--- config.mk ---
export PLATFORM = sky130hd
export DESIGN_NAME = fis_status_irq
export DESIGN_NICKNAME = d
export VERILOG_FILES = /design/src/rtl/fis_pkg.sv /design/src/rtl/fis_cfg_regs.sv /design/src/rtl/fis_irq_core.sv /design/src/rtl/fis_status_irq.sv
export SDC_FILE = /design/constraint.sdc
export NUM_CORES = 1
export LEC_CHECK = 0
export BUFFER_PORTS_ARGS = -buffer_cell sky130_fd_sc_hd__buf_4
export CORE_MARGIN = 10
export CORE_UTILIZATION = 38
export DETAILED_ROUTE_END_ITERATION = 10
export SYNTH_ARGS = -nofsm -noshare
export SYNTH_HDL_FRONTEND = slang
export SYNTH_SLANG_ARGS = --single-unit
export TNS_END_PERCENT = 30
--- constraint.sdc ---
create_clock -name clk -period 2.2 [get_ports clk]
set_input_delay 0.44 -clock clk [delete_from_list [all_inputs] [get_ports clk]]
set_output_delay 0.44 -clock clk [all_outputs]
set_load 0.03 [all_outputs]
--- src/rtl/fis_pkg.sv ---
package fis_pkg;
  localparam int ST_BUSY = 0;
  localparam int ST_TXF  = 1;
  localparam int ST_TXE  = 2;
  localparam int ST_RXE  = 3;
  localparam int ST_RXF  = 4;

  localparam int IR_TXTH = 0;
  localparam int IR_TXOV = 1;
  localparam int IR_RXUN = 2;
  localparam int IR_RXOV = 3;
  localparam int IR_RXTH = 4;

  localparam int CL_ALL  = 0;
  localparam int CL_RXUN = 1;
  localparam int CL_RXOV = 2;
  localparam int CL_TXOV = 3;

  localparam int DC_RX = 0;
  localparam int DC_TX = 1;

  typedef enum logic [3:0] {
    SEL_TX_THR  = 4'd0,
    SEL_RX_THR  = 4'd1,
    SEL_MASK    = 4'd2,
    SEL_CLEAR   = 4'd3,
    SEL_DMA_CTL = 4'd4,
    SEL_TX_DMA  = 4'd5,
    SEL_RX_DMA  = 4'd6,
    SEL_STATUS  = 4'd7,
    SEL_RAW     = 4'd8,
    SEL_MASKED  = 4'd9,
    SEL_TX_LVL  = 4'd10,
    SEL_RX_LVL  = 4'd11
  } fis_sel_e;
endpackage

--- src/rtl/fis_cfg_regs.sv ---
module fis_cfg_regs
  import fis_pkg::*;
#(
  parameter int DEPTH  = 16,
  parameter int DATA_W = 8,
  parameter int TH_W   = $clog2(DEPTH)
) (
  input  logic              clk,
  input  logic              rst,
  input  logic              cfg_we,
  input  fis_sel_e          cfg_sel,
  input  logic [DATA_W-1:0] cfg_wdata,
  output logic [TH_W-1:0]   tx_thr,
  output logic [TH_W-1:0]   rx_thr,
  output logic [TH_W-1:0]   tx_dma_lvl,
  output logic [TH_W-1:0]   rx_dma_lvl,
  output logic [4:0]        mask,
  output logic [1:0]        dma_en,
  output logic [3:0]        clr_vec
);
  localparam int NLVL = 4;

  logic [TH_W-1:0] lvl_q [NLVL];
  logic            in_range;

  assign in_range = int'(cfg_wdata) < DEPTH;

  for (genvar g = 0; g < NLVL; g++) begin : g_lvl
    localparam fis_sel_e SEL_G = (g == 0) ? SEL_TX_THR :
                                 (g == 1) ? SEL_RX_THR :
                                 (g == 2) ? SEL_TX_DMA : SEL_RX_DMA;
    always_ff @(posedge clk) begin
      if (rst) begin
        lvl_q[g] <= '0;
      end else if (cfg_we && cfg_sel == SEL_G && in_range) begin
        lvl_q[g] <= cfg_wdata[TH_W-1:0];
      end
    end

    // an out-of-range value never replaces the stored level
    a_r7_range_hold: assert property (@(posedge clk) disable iff (rst)
      (cfg_we && cfg_sel == SEL_G && !in_range) |=> $stable(lvl_q[g]));
  end

  assign tx_thr     = lvl_q[0];
  assign rx_thr     = lvl_q[1];
  assign tx_dma_lvl = lvl_q[2];
  assign rx_dma_lvl = lvl_q[3];

  always_ff @(posedge clk) begin
    if (rst) begin
      mask   <= '0;
      dma_en <= '0;
    end else if (cfg_we) begin
      if (cfg_sel == SEL_MASK)    mask   <= cfg_wdata[4:0];
      if (cfg_sel == SEL_DMA_CTL) dma_en <= cfg_wdata[1:0];
    end
  end

  assign clr_vec = (cfg_we && cfg_sel == SEL_CLEAR) ? cfg_wdata[3:0] : 4'b0;
endmodule

--- src/rtl/fis_irq_core.sv ---
module fis_irq_core
  import fis_pkg::*;
#(
  parameter int DEPTH = 16,
  parameter int LVL_W = $clog2(DEPTH + 1),
  parameter int TH_W  = $clog2(DEPTH)
) (
  input  logic             clk,
  input  logic             rst,
  input  logic             busy_in,
  input  logic [LVL_W-1:0] tx_level,
  input  logic [LVL_W-1:0] rx_level,
  input  logic             tx_push,
  input  logic             rx_push,
  input  logic             rx_pop,
  input  logic [TH_W-1:0]  tx_thr,
  input  logic [TH_W-1:0]  rx_thr,
  input  logic [TH_W-1:0]  tx_dma_lvl,
  input  logic [TH_W-1:0]  rx_dma_lvl,
  input  logic [1:0]       dma_en,
  input  logic [3:0]       clr_vec,
  output logic [4:0]       status_q,
  output logic [4:0]       raw_q,
  output logic             tx_dma_req,
  output logic             rx_dma_req,
  output logic             tx_accept,
  output logic             rx_accept
);
  localparam logic [LVL_W-1:0] FULL = LVL_W'(DEPTH);

  logic tx_full, tx_empty, rx_full, rx_empty;
  logic set_txov, set_rxun, set_rxov;
  logic clr_txov, clr_rxun, clr_rxov;
  logic [4:0] status_n, raw_n;

  assign tx_full  = (tx_level == FULL);
  assign tx_empty = (tx_level == '0);
  assign rx_full  = (rx_level == FULL);
  assign rx_empty = (rx_level == '0);

  assign tx_accept = tx_push && !tx_full;
  assign rx_accept = rx_pop && !rx_empty;

  assign set_txov = tx_push && tx_full;
  assign set_rxun = rx_pop && rx_empty;
  assign set_rxov = rx_push && rx_full;

  assign clr_txov = clr_vec[CL_ALL] || clr_vec[CL_TXOV];
  assign clr_rxun = clr_vec[CL_ALL] || clr_vec[CL_RXUN];
  assign clr_rxov = clr_vec[CL_ALL] || clr_vec[CL_RXOV];

  always_comb begin
    status_n          = '0;
    status_n[ST_BUSY] = busy_in;
    status_n[ST_TXF]  = tx_full;
    status_n[ST_TXE]  = tx_empty;
    status_n[ST_RXE]  = rx_empty;
    status_n[ST_RXF]  = rx_full;

    raw_n          = '0;
    raw_n[IR_TXTH] = tx_level <= LVL_W'(tx_thr);
    raw_n[IR_RXTH] = rx_level >= LVL_W'(rx_thr);
    raw_n[IR_TXOV] = set_txov || (raw_q[IR_TXOV] && !clr_txov);
    raw_n[IR_RXUN] = set_rxun || (raw_q[IR_RXUN] && !clr_rxun);
    raw_n[IR_RXOV] = set_rxov || (raw_q[IR_RXOV] && !clr_rxov);
  end

  always_ff @(posedge clk) begin
    if (rst) begin
      status_q   <= '0;
      raw_q      <= '0;
      tx_dma_req <= 1'b0;
      rx_dma_req <= 1'b0;
    end else begin
      status_q   <= status_n;
      raw_q      <= raw_n;
      tx_dma_req <= dma_en[DC_TX] && (tx_level <= LVL_W'(tx_dma_lvl));
      rx_dma_req <= dma_en[DC_RX] && (rx_level >  LVL_W'(rx_dma_lvl));
    end
  end

  // TX full and TX empty never show together
  a_r2_tx_full_empty_excl: assert property (@(posedge clk) disable iff (rst)
    !(status_q[ST_TXF] && status_q[ST_TXE]));

  // a push into a full TX FIFO raises overflow on the next clock
  a_r4_txov_set: assert property (@(posedge clk) disable iff (rst)
    (tx_push && tx_level == FULL) |=> raw_q[IR_TXOV]);

  // overflow stays set while no clear addresses it
  a_r4_txov_sticky: assert property (@(posedge clk) disable iff (rst)
    (raw_q[IR_TXOV] && !clr_vec[CL_ALL] && !clr_vec[CL_TXOV]) |=> raw_q[IR_TXOV]);

  // a DMA request needs its enable on the previous clock
  a_r8_tx_dma_en: assert property (@(posedge clk) disable iff (rst)
    tx_dma_req |-> $past(dma_en[DC_TX]));
endmodule

--- src/rtl/fis_status_irq.sv ---
module fis_status_irq
  import fis_pkg::*;
#(
  parameter int DEPTH  = 16,
  parameter int DATA_W = 8,
  parameter int LVL_W  = $clog2(DEPTH + 1)
) (
  input  logic              clk,
  input  logic              rst,
  input  logic              busy_in,
  input  logic [LVL_W-1:0]  tx_level,
  input  logic [LVL_W-1:0]  rx_level,
  input  logic              tx_push,
  input  logic              rx_push,
  input  logic              rx_pop,
  output logic              tx_accept,
  output logic              rx_accept,
  input  logic              cfg_we,
  input  logic [3:0]        cfg_sel,
  input  logic [DATA_W-1:0] cfg_wdata,
  input  logic [3:0]        rd_sel,
  output logic [DATA_W-1:0] rd_data,
  output logic [4:0]        status,
  output logic [4:0]        raw_irq,
  output logic [4:0]        masked_irq,
  output logic              irq,
  output logic              tx_dma_req,
  output logic              rx_dma_req
);
  localparam int TH_W = $clog2(DEPTH);

  logic [TH_W-1:0] tx_thr, rx_thr, tx_dma_lvl, rx_dma_lvl;
  logic [4:0]      mask;
  logic [1:0]      dma_en;
  logic [3:0]      clr_vec;

  fis_cfg_regs #(.DEPTH(DEPTH), .DATA_W(DATA_W), .TH_W(TH_W)) u_cfg (
    .clk(clk), .rst(rst), .cfg_we(cfg_we), .cfg_sel(fis_sel_e'(cfg_sel)),
    .cfg_wdata(cfg_wdata), .tx_thr(tx_thr), .rx_thr(rx_thr),
    .tx_dma_lvl(tx_dma_lvl), .rx_dma_lvl(rx_dma_lvl), .mask(mask),
    .dma_en(dma_en), .clr_vec(clr_vec)
  );

  fis_irq_core #(.DEPTH(DEPTH), .LVL_W(LVL_W), .TH_W(TH_W)) u_core (
    .clk(clk), .rst(rst), .busy_in(busy_in), .tx_level(tx_level),
    .rx_level(rx_level), .tx_push(tx_push), .rx_push(rx_push), .rx_pop(rx_pop),
    .tx_thr(tx_thr), .rx_thr(rx_thr), .tx_dma_lvl(tx_dma_lvl),
    .rx_dma_lvl(rx_dma_lvl), .dma_en(dma_en), .clr_vec(clr_vec),
    .status_q(status), .raw_q(raw_irq), .tx_dma_req(tx_dma_req),
    .rx_dma_req(rx_dma_req), .tx_accept(tx_accept), .rx_accept(rx_accept)
  );

  assign masked_irq = raw_irq & mask;
  assign irq        = |masked_irq;

  always_ff @(posedge clk) begin
    if (rst) begin
      rd_data <= '0;
    end else begin
      case (fis_sel_e'(rd_sel))
        SEL_TX_THR:  rd_data <= DATA_W'(tx_thr);
        SEL_RX_THR:  rd_data <= DATA_W'(rx_thr);
        SEL_MASK:    rd_data <= DATA_W'(mask);
        SEL_DMA_CTL: rd_data <= DATA_W'(dma_en);
        SEL_TX_DMA:  rd_data <= DATA_W'(tx_dma_lvl);
        SEL_RX_DMA:  rd_data <= DATA_W'(rx_dma_lvl);
        SEL_STATUS:  rd_data <= DATA_W'(status);
        SEL_RAW:     rd_data <= DATA_W'(raw_irq);
        SEL_MASKED:  rd_data <= DATA_W'(masked_irq);
        SEL_TX_LVL:  rd_data <= DATA_W'(tx_level);
        SEL_RX_LVL:  rd_data <= DATA_W'(rx_level);
        default:     rd_data <= '0;
      endcase
    end
  end

  // a status read returns the word that was current one clock earlier
  a_r9_rd_status: assert property (@(posedge clk) disable iff (rst)
    ($past(rd_sel) == 4'(SEL_STATUS)) |-> (rd_data == DATA_W'($past(status))));

  // the interrupt line never rises with an all-zero mask
  a_r6_irq_mask: assert property (@(posedge clk) disable iff (rst)
    (mask == '0) |-> !irq);
endmodule

==> results by group, run 1 <==
Global routing
  • Gr busiest metal: met2
  • Largest net degree at the start of global routing: 27
  • First-pass GRT wire length: ~11 mm
  • Grt total ovfl: 0
  • Met1 Use GR: 17.49%
  • Met3 global-route usage: 4.913%
  • Total GRT Usage: 14.04%
  • Initial antenna violation count: 0
  • Number of global-route vias before repair: ~2,100
  • Met2 Use GR: 22.24%

Pwr
  • Logic pwr share: 18.2%
  • Total power: ~1.6 mW
  • Pwr per Cell Area: around 540 nW/um^2
  • Clock share of power: between 30% and 40%
  • Net switching power: between 0.4 and 0.5 mW
  • Static leakage: about 1.3 nW
  • Sw frac: between 20% and 30%
  • VDD IR max: roughly 0.25 mV
  • Seq pwr share: between 50% and 60%
  • Int Pwr: 1.150 mW

Die
  • Initial Util: 39.75%
  • # rows: 28
  • Die ar.: about 9800 sq um
  • Ports: ~60
  • Die X: approximately 99 um
  • Core box area: approximately 6000 sq um
  • Die H: slightly below 100 um

Timing
  • Max-slew violations: 0
  • Hold Worst Slack: ~0.35 ns
  • Final period utilization: 89.09%
  • Worst slew margin: about 67%
  • Final setup fails: 0
  • Clock skew: ~0.0037 ns
  • Final hold viol count: 0
  • Fmax: between 0.5 and 0.6 GHz
  • Final min period: about 2.0 ns
  • RSZ-0062 raised after global routing: no
  • Slew @ Worst Pin: just under 0.5 ns
  • Setup tns final: 0 ns
  • PnR worst setup slack: between 0.2 and 0.25 ns

Worst setup path
  • Reg2reg setup slack: around 0.53 ns
  • Data arrival, critical path: 1.52 ns
  • CP Class: in2out
  • Worst-path fanout max: 3
  • Reg2Reg Launch Point: u_cfg.lvl_q[1][0]
  • Worst endpoint required time: ~1.8 ns
  • Startpoint Class: input pin
  • Critical path endpoint category: primary output
  • R2r worst-path depth: 5
  • FF-to-FF End: u_core.raw_q[4]

Synthesis
  • Yosys warnings: 0
  • Synth Flop Type: dfxtp_1
  • Syn Std Cell Area: between 2000 and 2500 sq um
  • Seq/Total Area, Yosys: roughly two fifths
  • Post-synth cell types: 46
  • EDFF count, synth: 16
  • Synth Instances: around 250
  • #FFs+latches synth: 40
  • FFs w/ async S/R, synth: 0%
  • Syn avg cell area: about 9.4 sq um

Hold path
  • Hold Startpoint: busy_in
  • Min-delay worst type: in2reg
  • Hold depth: 2
  • Hold worst-path end: u_core.status_q[0]

Finish
  • Layout cells sized above 1: roughly 26%
  • Most common cell after layout, fill and taps aside: buf_4
  • Fillers: just under 600
  • Layout area overhead: 24.86%
  • Antenna Cells: 0
  • Most frequent cells in the layout: buf_4 (62), inv_1 (26), dfxtp_1 (24), and2_1 (20), ha_1 (19)
  • # nets final: roughly 360

Clocking
  • Htree depth: 2
  • Setup bufs post-CTS: 0
  • TritonCTS clock tree: built
  • Sink Count: 40
  • Post-cts sizing count: 0
  • Root buffer cell: clkbuf_8
  • Clock latency on the worst-skew pair: 0.30 ns
  • CTS Buf Count: 5
  • CTS Buffer Depth: 2
  • Clk slew on worst S/H paths: around 0.08 ns
  • Number of hold buffers added after cts: 0

Drt
  • Wire length per cell: approximately 18 um
  • Final WL: ~6.8 mm
  • DRC Markers: 0
  • Detail Route Antenna Nets: 0
  • Routed via count: just over 2,000
  • Drt via density: roughly 5.3
  • Pre-antenna DRT Iters: 4
  • Initial DRC count: between 70 and 80

Place
  • Pre-CTS setup slack: 0.2442 ns
  • Final Wtd Congestion: about 0.83
  • Port Buf Inserts: 57
  • Post-DP HPWL: approximately 5.5 mm

Outcome
  • Status: completed

Job
  • Max_cap viols: 0
[registers in the layout (all words and copies together), names as in the netlist]
| name | flops |
|---|---|
| u_cfg.lvl_q | 16 |
| rd_data | 5 |
| u_cfg.mask | 5 |
| u_core.raw_q | 5 |
| u_core.status_q | 5 |
| u_cfg.dma_en | 2 |
| u_core.rx_dma_req | 1 |
| u_core.tx_dma_req | 1 |
[worst max-delay path: stages]
cell and delay (ns):
buf_4 0.12, or4_1 0.60, o21a_1 0.20, buf_4 0.16
[power groups by stage]
stage | combinational [mW] | clock, mW | sequential [mW]
6_report | 0.293 | 0.504 | 0.815
5_1_grt | 0.327 | 0.550 | 0.819
4_1_cts | 0.295 | 0.509 | 0.816
3_5_place_dp | 0.293 | 0 | 0.833
3_3_place_gp | 0.290 | 0 | 0.833
2_1_floorplan | 0.152 | 0 | 0.844
[per-stage QoR]
| stage | instance area [sq um] | std cells | util (%) |
|---|---|---|---|
| global route | 2973 | 387 | 49.62 |
| global placement | 2884 | 379 | 48.14 |
| detailed placement | 2884 | 379 | 48.14 |
| CTS | 2973 | 387 | 49.62 |
| floorplan | 2389 | 255 | - |
| finish | 2973 | 387 | 49.62 |
[routing by layer]
layer | routed length, um | up-vias
met5 | 0 | -
met4 | 85 | 0
met3 | 490 | 10
met2 | 3045 | 76
met1 | 3172 | 954
li1 | - | 1025
[worst max path at each step]
stage                       startpoint                 to  slack, ns  depth (start not counted)
after floorplan           cfg_wdata[4]  u_cfg.lvl_q[1][0]       0.42                          3
after global placement     rx_level[0]          rx_accept       0.25                          4
after detailed placement   rx_level[0]          rx_accept       0.24                          4
after CTS                  rx_level[0]          rx_accept       0.24                          4
after global routing       rx_level[0]          rx_accept       0.21                          4
final                      rx_level[0]          rx_accept       0.24                          4
[Yosys cell counts (4+ instances only)]
cell type	instances	area (sq um)
mux2_2	5	56.30
nor2_1	16	60.06
dfxtp_1	24	480.5
a21oi_1	8	40.04
a221oi_1	5	43.79
clkbuf_1	5	18.77
nor3_1	5	25.02
ha_1	19	237.7
inv_1	26	97.59
o21ai_0	14	70.07
nor2b_1	6	37.54
nand3_1	5	25.02
a32o_1	4	40.04
nand3b_1	4	30.03
edfxtp_1	16	480.5
nand2_1	14	52.55
mux2i_1	9	90.09
and2_1	20	125.1
[layout make-up]
type	count	area, sq um	share of cell area [%]
multi-input cells	176	1266	42.59
flip-flops and latches	40	960.9	32.32
repair buffers	62	465.4	15.66
inverters	26	97.59	3.283
well taps	75	93.84	3.157
clock buffers	6	72.57	2.441
clock inverters	2	16.27	0.5471
[cells by family (layout without fill, tap and decap cells)]
group | after synthesis | count (layout) | synth area share, %
and+or+nand+nor | 88 | 88 | 21.28
muxes | 14 | 14 | 6.148
buffers and inverters | 39 | 96 | 6.779
DFF | 40 | 40 | 40.36
other | 1 | 3 | 0.1575
AOI/OAI and AO/OA | 52 | 52 | 15.29
adders and majority gates | 19 | 19 | 9.984
No activity file was read; power rests on OpenSTA's default activity.
==> run 2: changes to the inputs <==
--- a/config.mk
+++ b/config.mk
@@ -6,9 +6,13 @@
 export NUM_CORES = 1
 export LEC_CHECK = 0
 export BUFFER_PORTS_ARGS = -buffer_cell sky130_fd_sc_hd__buf_4
+export CELL_PAD_IN_SITES_DETAIL_PLACEMENT = 1
+export CELL_PAD_IN_SITES_GLOBAL_PLACEMENT = 2
 export CORE_MARGIN = 10
-export CORE_UTILIZATION = 38
+export CORE_UTILIZATION = 32
 export DETAILED_ROUTE_END_ITERATION = 10
+export PLACE_DENSITY_LB_ADDON = 0.1
+export SETUP_SLACK_MARGIN = 0.4
 export SYNTH_ARGS = -nofsm -noshare
 export SYNTH_HDL_FRONTEND = slang
 export SYNTH_SLANG_ARGS = --single-unit
==> run 2 against run 1 <==
Clock power is 43% higher. Register-to-register slack better by 0.03 ns. Core utilization is 6.9 points lower.
==> results by group, run 2 (synthesis gave the netlist of run 1 again) <==
Finish
  • Most common cell after layout, fill and taps aside: buf_4 (unchanged)
  • Register area: 960.9 sq um (unchanged)
  • Layout area overhead: 30.06% (was 24.86%)
  • Fillers: 869 (was 596)
  • Multi-input logic area: 1286 sq um (was 1266 sq um)
  • Largest register FFs: 16 (unchanged)
  • # nets final: 365 (was 363)
  • Final cell count without fillers: 413 (was 387)
  • Layout cells sized above 1: 26.75% (was 25.64%)
  • Antenna Cells: 0 (unchanged)
  • Biggest register: u_cfg.lvl_q (unchanged)
  • Most frequent cells in the layout: buf_4 (61), inv_1 (26), dfxtp_1 (24), and2_1 (20), ha_1 (19) (was buf_4 (62), inv_1 (26), dfxtp_1 (24), and2_1 (20), ha_1 (19))

Hold path
  • Hold depth: 2 (unchanged)
  • Min-delay worst type: in2reg (unchanged)

Job
  • Max_cap viols: 0 (unchanged)

Place
  • Cells after DPL: 403 (was 379)
  • Post-DP HPWL: 6.373 mm (was 5.469 mm)
  • Final Wtd Congestion: 0.7958 (was 0.8314)
  • Pre-CTS setup slack: 0.1807 ns (was 0.2442 ns)
  • Port Buf Inserts: 57 (unchanged)

Drt
  • Detail Route Antenna Nets: 0 (unchanged)
  • Routed via count: 2,098 (was 2,065)
  • Initial DRC count: 70 (was 72)
  • Final WL: 7.929 mm (was 6.795 mm)
  • DRC Markers: 0 (unchanged)
  • Pre-antenna DRT Iters: 5 (was 4)
  • Drt via density: 5.080 (was 5.336)
  • Wire length per cell: 19.20 um (was 17.56 um)

Timing
  • Max-slew violations: 0 (unchanged)
  • Worst slew margin: 63.82% (was 67.05%)
  • Final min period: 1.857 ns (was 1.960 ns)
  • Final hold viol count: 0 (unchanged)
  • Final setup fails: 0 (unchanged)
  • Final period utilization: 84.40% (was 89.09%)
  • Fmax: 0.5385 GHz (was 0.5102 GHz)
  • PnR worst setup slack: 0.3431 ns (was 0.2400 ns)
  • RSZ-0062 raised after global routing: yes (was no)
  • Clock skew: 0.001597 ns (was 0.003661 ns)
  • Setup tns final: 0 ns (unchanged)
  • Slew @ Worst Pin: 0.5378 ns (was 0.4897 ns)

Global routing
  • Grt total ovfl: 0 (unchanged)
  • Initial antenna violation count: 0 (unchanged)
  • First-pass GRT wire length: 12.62 mm (was 11.21 mm)
  • Total GRT Usage: 14.07% (was 14.04%)
  • Largest net degree at the start of global routing: 27 (unchanged)
  • Number of global-route vias before repair: 2,269 (was 2,118)

Worst setup path
  • CP Class: in2out (unchanged)
  • Startpoint Class: input pin (unchanged)
  • R2r worst-path depth: 5 (unchanged)
  • Worst endpoint required time: 1.76 ns (about the same)
  • Crit path largest cell delay: 0.54 ns (was 0.60 ns)
  • Worst path slowest cell: or4_4 (was or4_1)
  • Critical-path cell list: buf_8 -> or4_4 -> o21a_1 -> buf_6 (was buf_4 -> or4_1 -> o21a_1 -> buf_4)
  • Worst-path fanout max: 2 (was 3)
  • Data arrival, critical path: 1.42 ns (was 1.52 ns)
  • Reg2reg setup slack: 0.56 ns (was 0.53 ns)
  • Critical path endpoint category: primary output (unchanged)

Die
  • Initial Util: 32.83% (was 39.75%)
  • Die X: 106.3 um (was 99.16 um)
  • Die ar.: 11,290 sq um (was 9832 sq um)
  • Die H: 106.3 um (was 99.16 um)
  • Ports: 61 (unchanged)
  • # rows: 31 (was 28)
  • Core box area: 7253 sq um (was 5991 sq um)

Pwr
  • Static leakage: 1.368 nW (was 1.326 nW)
  • Pwr per Cell Area: 596.2 nW/um^2 (was 542.6 nW/um^2)
  • VDD IR max: 0.2156 mV (was 0.2542 mV)

Clocking
  • Clock latency on the worst-skew pair: 0.29 ns (was 0.30 ns)
  • Number of hold buffers added after cts: 0 (unchanged)
  • Htree depth: 2 (unchanged)
  • TritonCTS clock tree: built (unchanged)
  • Clk slew on worst S/H paths: 0.08 ns (about the same)
  • CTS Buf Count: 5 (unchanged)
  • CTS Buffer Depth: 2 (unchanged)
  • Root buffer cell: clkbuf_8 (unchanged)
  • Sink Count: 40 (unchanged)

Outcome
  • Status: completed (unchanged)
==> run 2: critical path: cells and delay by family <==
| kind | cells | cell delay (ns) |
|---|---|---|
| buffers and inverters | 2 | 0.24 |
| and+or+nand+nor | 1 | 0.54 |
| AOI/OAI and AO/OA | 1 | 0.20 |
==> run 2: layer usage <==
metal | track usage [%] | vias to the layer above | share of wire, %
li1 | - | 1031 | -
met1 | 18.48 | 1000 | 48
met2 | 22.70 | 62 | 46
met3 | 3.684 | 5 | 5.9
met4 | 2.901 | 0 | 0.71
met5 | 0 | - | 0
==> run 2: what timing repair did <==
item / CTS / global route
gates cloned: 0 / 0
setup endpoints to repair: 2 / 5
resized for setup: 6 / 2
setup buffers: 2 / 0
pin swaps: 2 / 2
==> run 2: final cells by class <==
| cell class | count | share of cell area, % |
|---|---|---|
| clock buffer | 6 | 2.343 |
| sequential | 40 | 31.03 |
| tap | 99 | 4.000 |
| multi-input combinational | 176 | 41.54 |
| timing repair buffer | 64 | 16.00 |
| clock inverter | 2 | 1.939 |
| inverter | 26 | 3.152 |
==> run 2: path summary, 6_finish.rpt <==
path / from / to
hold reg to reg: u_cfg.dma_en[0] / u_core.rx_dma_req
setup reg to reg: u_cfg.lvl_q[1][0] / u_core.raw_q[4]
hold / removal: rx_push / u_core.raw_q[3]
setup / recovery: rx_level[1] / rx_accept
==> run 2: stage by stage <==
| stage | instance area (sq um) | utilization [%] | hold WS, ns | power [mW] |
|---|---|---|---|---|
| after global placement | 2914 | 40.18 | 0.5012 | 1.135 |
| after floorplan | 2389 | - | 0.4549 | 0.9957 |
| after global routing | 3097 | 42.69 | 0.3493 | 1.935 |
| final | 3097 | 42.69 | 0.3584 | 1.846 |
| after detailed placement | 2914 | 40.18 | 0.5082 | 1.138 |
| after CTS | 3087 | 42.56 | 0.3534 | 1.865 |
==> run 2: where the power goes <==
group	internal, mW	switching [mW]	total, mW
Sequential	0.796	0.0198	0.816
Combinational	0.134	0.178	0.311
Clock	0.454	0.265	0.719
Total	1.38	0.463	1.85
